`src/rtl/bpl_sched_pkg.sv`:
```
package bpl_sched_pkg;

  localparam int GROUP_SLOTS = 8;
  localparam int SLOT_W      = $clog2(GROUP_SLOTS);
  localparam int PLANE_W     = 4;
  localparam int MAX_PLANES  = 8;

  // Fixed interleave of one group; 0 marks a slot left to other users.
  function automatic logic [PLANE_W-1:0] slot_to_plane(input logic [SLOT_W-1:0] idx);
    logic [PLANE_W-1:0] p;
    case (idx)
      3'd0: p = 4'd8;
      3'd1: p = 4'd4;
      3'd2: p = 4'd6;
      3'd3: p = 4'd2;
      3'd4: p = 4'd0;
      3'd5: p = 4'd3;
      3'd6: p = 4'd5;
      default: p = 4'd1;
    endcase
    return p;
  endfunction

endpackage

```
`src/rtl/bpl_start_pipe.sv`:
```
module bpl_start_pipe #(
  parameter int HPOS_W   = 9,
  parameter int EN_DELAY = 4
) (
  input  logic              clk_i,
  input  logic              rst_ni,
  input  logic              line_start_i,
  input  logic [HPOS_W-1:0] hpos_i,
  input  logic [HPOS_W-1:0] fetch_start_i,
  output logic              started_o,
  output logic              launch_o
);

  logic                taken_q;
  logic                match;
  logic [EN_DELAY-1:0] stage_q;

  // One match per line; a pulse re-arms in the same cycle.
  assign match     = (hpos_i == fetch_start_i) && (line_start_i || !taken_q);
  assign started_o = match || (taken_q && !line_start_i);
  assign launch_o  = stage_q[EN_DELAY-1] && !line_start_i;

  always_ff @(posedge clk_i or negedge rst_ni) begin
    if (!rst_ni) begin
      taken_q <= 1'b0;
    end else if (line_start_i) begin
      taken_q <= match;
    end else begin
      taken_q <= taken_q | match;
    end
  end

  always_ff @(posedge clk_i or negedge rst_ni) begin
    if (!rst_ni) stage_q[0] <= 1'b0;
    else         stage_q[0] <= match;
  end

  for (genvar i = 1; i < EN_DELAY; i++) begin : g_stage
    always_ff @(posedge clk_i or negedge rst_ni) begin
      if (!rst_ni)           stage_q[i] <= 1'b0;
      else if (line_start_i) stage_q[i] <= 1'b0;
      else                   stage_q[i] <= stage_q[i-1];
    end
  end

  // a launch is only possible after a match earlier on this line
  launch_after_match_chk: assert property (@(posedge clk_i) disable iff (!rst_ni)
    launch_o |-> taken_q);

endmodule

```
`src/rtl/bpl_group_seq.sv`:
```
module bpl_group_seq
  import bpl_sched_pkg::*;
(
  input  logic              clk_i,
  input  logic              rst_ni,
  input  logic              line_start_i,
  input  logic              launch_i,
  input  logic              stop_hit_i,
  output logic              active_o,
  output logic [SLOT_W-1:0] slot_idx_o
);

  localparam logic [SLOT_W-1:0] LAST_SLOT = SLOT_W'(GROUP_SLOTS - 1);

  logic              running_q;
  logic              stop_seen_q;
  logic [SLOT_W-1:0] cnt_q;
  logic              stop_now;

  assign stop_now   = stop_seen_q || stop_hit_i;
  assign active_o   = (launch_i || running_q) && !line_start_i;
  assign slot_idx_o = launch_i ? '0 : cnt_q;

  always_ff @(posedge clk_i or negedge rst_ni) begin
    if (!rst_ni) begin
      running_q   <= 1'b0;
      stop_seen_q <= 1'b0;
      cnt_q       <= '0;
    end else if (line_start_i) begin
      running_q   <= 1'b0;
      stop_seen_q <= 1'b0;
      cnt_q       <= '0;
    end else begin
      stop_seen_q <= stop_now;
      if (active_o) begin
        cnt_q     <= slot_idx_o + 1'b1;
        running_q <= !((slot_idx_o == LAST_SLOT) && stop_now);
      end
    end
  end

  // a group, once begun, is never cut short within a line
  group_complete_chk: assert property (@(posedge clk_i) disable iff (!rst_ni)
    (active_o && slot_idx_o != LAST_SLOT) ##1 !line_start_i
      |-> active_o && slot_idx_o == SLOT_W'($past(slot_idx_o) + 1'b1));

  // the first group begins at slot 0
  launch_slot0_chk: assert property (@(posedge clk_i) disable iff (!rst_ni)
    (launch_i && !line_start_i) |-> (active_o && slot_idx_o == '0));

endmodule

```
`src/rtl/bpl_slot_decode.sv`:
```
module bpl_slot_decode
  import bpl_sched_pkg::*;
(
  input  logic               active_i,
  input  logic [SLOT_W-1:0]  slot_idx_i,
  input  logic [PLANE_W-1:0] plane_count_i,
  output logic [PLANE_W-1:0] plane_o,
  output logic               steal_o
);

  logic [PLANE_W-1:0] eff_count;
  logic [PLANE_W-1:0] slot_plane;

  assign eff_count  = (plane_count_i > PLANE_W'(MAX_PLANES)) ? PLANE_W'(MAX_PLANES)
                                                              : plane_count_i;
  assign slot_plane = slot_to_plane(slot_idx_i);

  always_comb begin
    plane_o = '0;
    if (active_i && slot_plane != '0 && slot_plane <= eff_count) plane_o = slot_plane;
    steal_o = (plane_o != '0);
  end

endmodule

```
`src/rtl/bpl_slot_sched.sv`:
```
module bpl_slot_sched
  import bpl_sched_pkg::*;
#(
  parameter int HPOS_W   = 9,
  parameter int EN_DELAY = 4
) (
  input  logic               clk_i,
  input  logic               rst_ni,
  input  logic               line_start_i,
  input  logic [HPOS_W-1:0]  hpos_i,
  input  logic [HPOS_W-1:0]  fetch_start_i,
  input  logic [HPOS_W-1:0]  fetch_stop_i,
  input  logic [3:0]         plane_count_i,
  output logic [3:0]         slot_plane_o,
  output logic               slot_steal_o
);

  logic              started;
  logic              launch;
  logic              stop_hit;
  logic              active;
  logic [SLOT_W-1:0] slot_idx;

  bpl_start_pipe #(.HPOS_W(HPOS_W), .EN_DELAY(EN_DELAY)) u_start (
    .clk_i         (clk_i),
    .rst_ni        (rst_ni),
    .line_start_i  (line_start_i),
    .hpos_i        (hpos_i),
    .fetch_start_i (fetch_start_i),
    .started_o     (started),
    .launch_o      (launch)
  );

  assign stop_hit = started && (hpos_i == fetch_stop_i);

  bpl_group_seq u_seq (
    .clk_i        (clk_i),
    .rst_ni       (rst_ni),
    .line_start_i (line_start_i),
    .launch_i     (launch),
    .stop_hit_i   (stop_hit),
    .active_o     (active),
    .slot_idx_o   (slot_idx)
  );

  bpl_slot_decode u_dec (
    .active_i      (active),
    .slot_idx_i    (slot_idx),
    .plane_count_i (plane_count_i),
    .plane_o       (slot_plane_o),
    .steal_o       (slot_steal_o)
  );


  plane_within_count_chk: assert property (@(posedge clk_i) disable iff (!rst_ni)
    slot_steal_o |-> (slot_plane_o != 4'd0 && slot_plane_o <= plane_count_i));


  free_slot_chk: assert property (@(posedge clk_i) disable iff (!rst_ni)
    (active && slot_idx == SLOT_W'(4)) |-> !slot_steal_o);


  line_start_quiet_chk: assert property (@(posedge clk_i) disable iff (!rst_ni)
    line_start_i |-> (slot_plane_o == 4'd0));


  count_zero_quiet_chk: assert property (@(posedge clk_i) disable iff (!rst_ni)
    (plane_count_i == 4'd0) |-> !slot_steal_o);

endmodule

```
`config.mk`:
```
export PLATFORM = sky130hd
export DESIGN_NAME = bpl_slot_sched
export DESIGN_NICKNAME = d
export VERILOG_FILES = /design/src/rtl/bpl_sched_pkg.sv /design/src/rtl/bpl_start_pipe.sv /design/src/rtl/bpl_group_seq.sv /design/src/rtl/bpl_slot_decode.sv /design/src/rtl/bpl_slot_sched.sv
export SDC_FILE = /design/constraint.sdc
export NUM_CORES = 1
export LEC_CHECK = 0
export ABC_AREA = 1
export ABC_CLOCK_PERIOD_IN_PS = 4520
export BUFFER_PORTS_ARGS = -buffer_cell sky130_fd_sc_hd__buf_2
export CORE_MARGIN = 2
export CORE_UTILIZATION = 52
export CTS_CLUSTER_SIZE = 12
export DETAILED_ROUTE_END_ITERATION = 10
export MAX_ROUTING_LAYER = met4
export PLACE_DENSITY_LB_ADDON = 0.25
export SYNTH_ARGS = -nofsm -noshare
export SYNTH_HDL_FRONTEND = slang
export SYNTH_SLANG_ARGS = --single-unit
```
`constraint.sdc`:
```
create_clock -name clk_i -period 4.52 [get_ports clk_i]
set_input_delay 0.904 -clock clk_i [delete_from_list [all_inputs] [get_ports clk_i]]
set_output_delay 0.904 -clock clk_i [all_outputs]
set_load 0.005 [all_outputs]
```
-- Word-level counts from Yosys, hierarchy flattened
Index checks and enable logic that the tools add are counted.
- add/subtract/negate cells: 1
- order comparisons: 2
- eq/ne operators: 9
- multiplexer cells: 13
- bitwise operators: 1
- reduce and logical (&&, ||, !) cells: 19
- operators with widths (cell ; number):
    4-bit case mux with 7 select lines ; 1
    9-bit equality test ; 2
    3-bit equality test, second input constant ; 4
    3-bit 2-to-1 mux ; 3
    1-bit logical AND ; 8
    4-bit 2-to-1 mux ; 2
    4-bit nonzero test ; 2
    1-bit 2-to-1 mux ; 7
    3-bit by 2-bit equality test with 1-bit output, second input constant ; 2
    4-bit > comparator, second input constant ; 1
    4-bit <= comparator ; 1
    1-bit logical OR ; 4
    3-bit by 1-bit adder with 3-bit output, second input constant ; 1
    3-bit by 1-bit equality test with 1-bit output, second input constant ; 1
    1-bit zero test ; 3
    3-bit zero test ; 1
    2-bit nonzero test ; 1
    1-bit bitwise OR ; 1
- bits in registers: 10
- input port bits: 34
- output and inout port bits: 5
- logic and storage cells: 53

-- Depth between registers and ports, before layout
- word-level depth: 10
- depth in mapped cells: 18
- gate-level depth less buffers: 18

-- Cells and area by module
Synthesis repeated with hierarchy kept, for this count alone.
- cell total of the unflattened synthesis: 161
- area total of the unflattened synthesis: 1002.2 um^2
- by module, submodules not included (module ; times used ; cells an instance ; area an instance (um^2)):
    bpl_start_pipe ; 1 ; 43 ; 306.5
    bpl_group_seq ; 1 ; 34 ; 279.0
    bpl_slot_decode ; 1 ; 41 ; 242.7
    bpl_slot_sched ; 1 ; 43 ; 173.9

-- Worst setup path before layout
OpenSTA, ideal clock, no wires.
- path kind: in2out
- start point: input line_start_i
- end point: output slot_plane_o[3]
- data arrival time: 2.728 ns
- path slack: 0.888 ns
- stages on the path: 17
- cells stage by stage: inv_2 -> nand2_4 -> nand2_1 -> inv_1 -> ha_1 -> nor2_1 -> nand2_1 -> o21ai_2 -> inv_1 -> ha_1 -> a21oi_1 -> o21ai_0 -> o21ai_0 -> nand2_1 -> nor2_2 -> inv_2 -> nor3_2
- longest elaborated chain between the ends: 9
- elaborated cells between the ends (all ways): 18
- classes of those cells: order compare (1); eq/ne (6); mux (3); reduce/logical (8)
- ends and longest elaborated chain (item ; RTL line ; source):
    start, declared ; bpl_slot_sched.sv:9 ; input logic line_start_i,
    1-bit zero test (*) ; bpl_start_pipe.sv:21, bpl_group_seq.sv:21 ;
    parallel branches: the longest is 7 deep, another holds 4-bit <= comparator ; -- ;
    4-bit 2-to-1 mux (*) ; bpl_slot_decode.sv:20 ; if (active_i && slot_plane != '0 && slot_plane <= eff_count) plane_o = slot_plane;
    end, declared ; bpl_slot_sched.sv:14 ; output logic [3:0] slot_plane_o,
Every way passes the cells marked *.

-- Worst setup path in the final report
- start point: input line_start_i
- end point: output slot_plane_o[0]
Same word-level chain as after synthesis.

==> results.json <==
{
  "portBuffers": 38,
  "syn_nets": 189,
  "synthMuxAreaShare_pct": 0,
  "fin_crit_sh_pct": 91.52,
  "initial_core_util_pct": 56.03,
  "insertedDiodeCount": 0,
  "synth-simple-area-share_pct": 29.11,
  "outcome": "completed",
  "dp_hpwl_mm": 1.695,
  "first_pass_iters": 4,
  "std_cell_rows": 15,
  "htree_levels": 1,
  "cts_made_buffers": 3,
  "final.setup.tns_ns": 0,
  "slew_violations": 0,
  "fin_skew_ns": 0.002122,
  "mostFrequentLayoutCells": "buf_2 (38), nand2_1 (35), inv_1 (29), nor2_1 (15), dfrtp_1 (10)",
  "grt_max_degree": 11,
  "synth_top_family_by_area": "simple AND/OR/NAND/NOR gates",
  "drc": 0,
  "clock_latency_ns": 0.26,
  "layout_commonest_cell": "buf_2",
  "wl_per_cell_um": 8.901,
  "vias": 1000,
  "power_uw": 192.2,
  "post-place-ws_ns": 0.4073,
  "clkSlewWorstSetupHoldPaths_ns": 0.06,
  "r2r_start": "u_start.stage_q[3]",
  "boundaryPins": 39,
  "cts_buffer_depth": 2,
  "fin_hold_ws_ns": 0.4444,
  "ys_seq_elements": 10,
  "syn_to_final_growth_pct": 24.68,
  "worstPathRequired_ns": 3.62,
  "cts_hold_buf": 0,
  "yosys.area.top_type_share_pct": 25.32,
  "cts_sinks": 10,
  "routed_wl_mm": 1.887,
  "final_nets": 232,
  "synth.largest_area_cell": "dfrtp_1",
  "netlist_area_um2": 988.4,
  "synth_xor_area_share_pct": 9.747,
  "ys.flop_type": "dfrtp_1",
  "synth.distinct_cells": 23,
  "max_freq_mhz": 241.7,
  "rsz0062_at_grt": "no",
  "ff2ff_path_depth": 7,
  "power_leakage_nw": 0.7156,
  "hold_viol": 0,
  "yosysWarnings": 0,
  "worstSetupPathType": "in -> out",
  "dieWidth_um": 47.60,
  "seq_area_frac_synth_pct": 25.32,
  "min_path_cells": 1,
  "die_area_um2": 2266,
  "p_per_area_nw_per_um2": 156.0,
  "cts_setup_buffers": 0,
  "syn_inst": 146,
  "drt-vias-per-instance": 4.717,
  "min_period_ns": 4.137,
  "grt_pass1_wl_mm": 3.084,
  "synth_fa_ha_area_share_pct": 11.39,
  "tightest_slew_ns": 0.2469,
  "overflow": 0,
  "synth_compound_area_share_pct": 12.66,
  "syn-mean-instance-area_um2": 6.770,
  "grtUsageTotal_pct": 19.98,
  "post_cts_resized": 0,
  "endpoint_kind": "output port",
  "hold_end": "u_start.stage_q[0]",
  "rrSetupSlack_ns": 2.94,
  "worst_slack_ns": 0.3833,
  "setup_violations": 0,
  "synthTopCellsByArea": "dfrtp_1 (25%), nand2_1 (13%), ha_1 (11%), inv_1 (11%), xnor2_1 (6.2%)",
  "synth_edf_count": 0,
  "die_h_um": 47.60,
  "cap_viol_max_count": 0,
  "cts-root-buf": "clkbuf_4",
  "antenna_found_initial": 0,
  "cp_max_fo": 6,
  "cts_tree": "built",
  "drive_gt1_share_pct": 29.41,
  "ys_async_sr_fraction_pct": 100.0,
  "max_slew_margin_pct": 83.54,
  "gp_congestion": 0.8511,
  "antenna_left": 0,
  "worstSetupStartpointType": "input port",
  "grt_pass1_vias": 851,
  "r2r-end": "u_seq.cnt_q[2]",
  "ir_drop_mv": 0.1476,
  "core_um2": 1764,
  "worst_hold_startpoint": "u_start.taken_q",
  "drtIter0Drc": 10,
  "hp-class": "reg -> reg",
  "arrival_ns": 3.23
}
## through the flow
| stage | std cells | cell area (um^2) | util [%] |
|---|---|---|---|
| 6_report | 212 | 1232 | 69.86 |
| 5_1_grt | 212 | 1232 | 69.86 |
| 4_1_cts | 212 | 1232 | 69.86 |
| 3_5_place_dp | 209 | 1210 | 68.58 |
| 3_3_place_gp | 209 | 1210 | 68.58 |
| 2_1_floorplan | 146 | 988.4 | - |
## critical path, cell delays in order
cell,delay (ns)
buf_2,0.13
inv_2,0.13
nand2_4,0.08
nand2_1,0.13
inv_1,0.09
ha_1,0.25
nor2_1,0.10
nand2_1,0.07
o21ai_2,0.08
inv_1,0.08
ha_1,0.31
a21oi_1,0.14
o21ai_0,0.07
o21ai_0,0.08
nand2_1,0.11
nor2_2,0.17
inv_2,0.07
nor2_1,0.10
buf_2,0.13
## layer usage
| layer | wire, um | GRT usage [%] | share of wire (%) | vias to the layer above |
|---|---|---|---|---|
| li1 | - | - | - | 532 |
| met1 | 794 | 23.17 | 42 | 432 |
| met2 | 958 | 34.86 | 51 | 34 |
| met3 | 120 | 5.660 | 6.4 | 2 |
| met4 | 13 | 3.243 | 0.69 | 0 |
| met5 | 0 | - | 0 | - |
## how the worst max path moves through the flow
| stage | from | to | cells after the start |
|---|---|---|---|
| after floorplan | line_start_i | slot_plane_o[3] | 17 |
| after global placement | line_start_i | slot_plane_o[3] | 19 |
| after detailed placement | line_start_i | slot_plane_o[0] | 19 |
| after CTS | line_start_i | slot_plane_o[0] | 19 |
| after global routing | line_start_i | slot_plane_o[3] | 19 |
| final | line_start_i | slot_plane_o[0] | 19 |
## power breakdown
part / switching (mW) / internal (mW)
Clock: 0.0260 / 0.0305
Combinational: 0.0225 / 0.0234
Sequential: 0.0000902 / 0.0898
Total: 0.0486 / 0.144
## registers in the layout (all words and copies together) (netlist names)
register / count
u_start.stage_q: 4
u_seq.cnt_q: 3
u_seq.running_q: 1
u_seq.stop_seen_q: 1
u_start.taken_q: 1
## kinds of logic (layout without fill, tap and decap cells)
| kind of cell | count (synthesis) | in the layout |
|---|---|---|
| XOR/XNOR | 11 | 11 |
| AO/OA/AOI/OAI | 20 | 20 |
| buffers and inverters | 31 | 72 |
| flip-flops | 10 | 10 |
| AND/OR/NAND/NOR | 65 | 65 |
| adder cells (fa/ha/maj) | 9 | 9 |
## cells in the mapped netlist, types with 2 or more instances
cell type  number
nand2_1        35
o21ai_2         2
ha_1            9
nand3_1         5
o21ai_0         6
a21oi_1         7
inv_1          29
xor2_1          4
dfrtp_1        10
xnor2_1         7
o22ai_1         2
inv_2           2
or2_2           2
nor2_1         15
nor2_2          2
nand2_4         2
## layout make-up
cell class | instances | area (um^2)
Clock buffer | 3 | 22.52
Tap cell | 25 | 31.28
Sequential cell | 10 | 250.2
Fill cell | 166 | 531.8
Timing Repair Buffer | 38 | 190.2
Inverter | 31 | 116.4
Multi-Input combinational cell | 105 | 621.8
No activity file was read; power rests on OpenSTA's default activity.
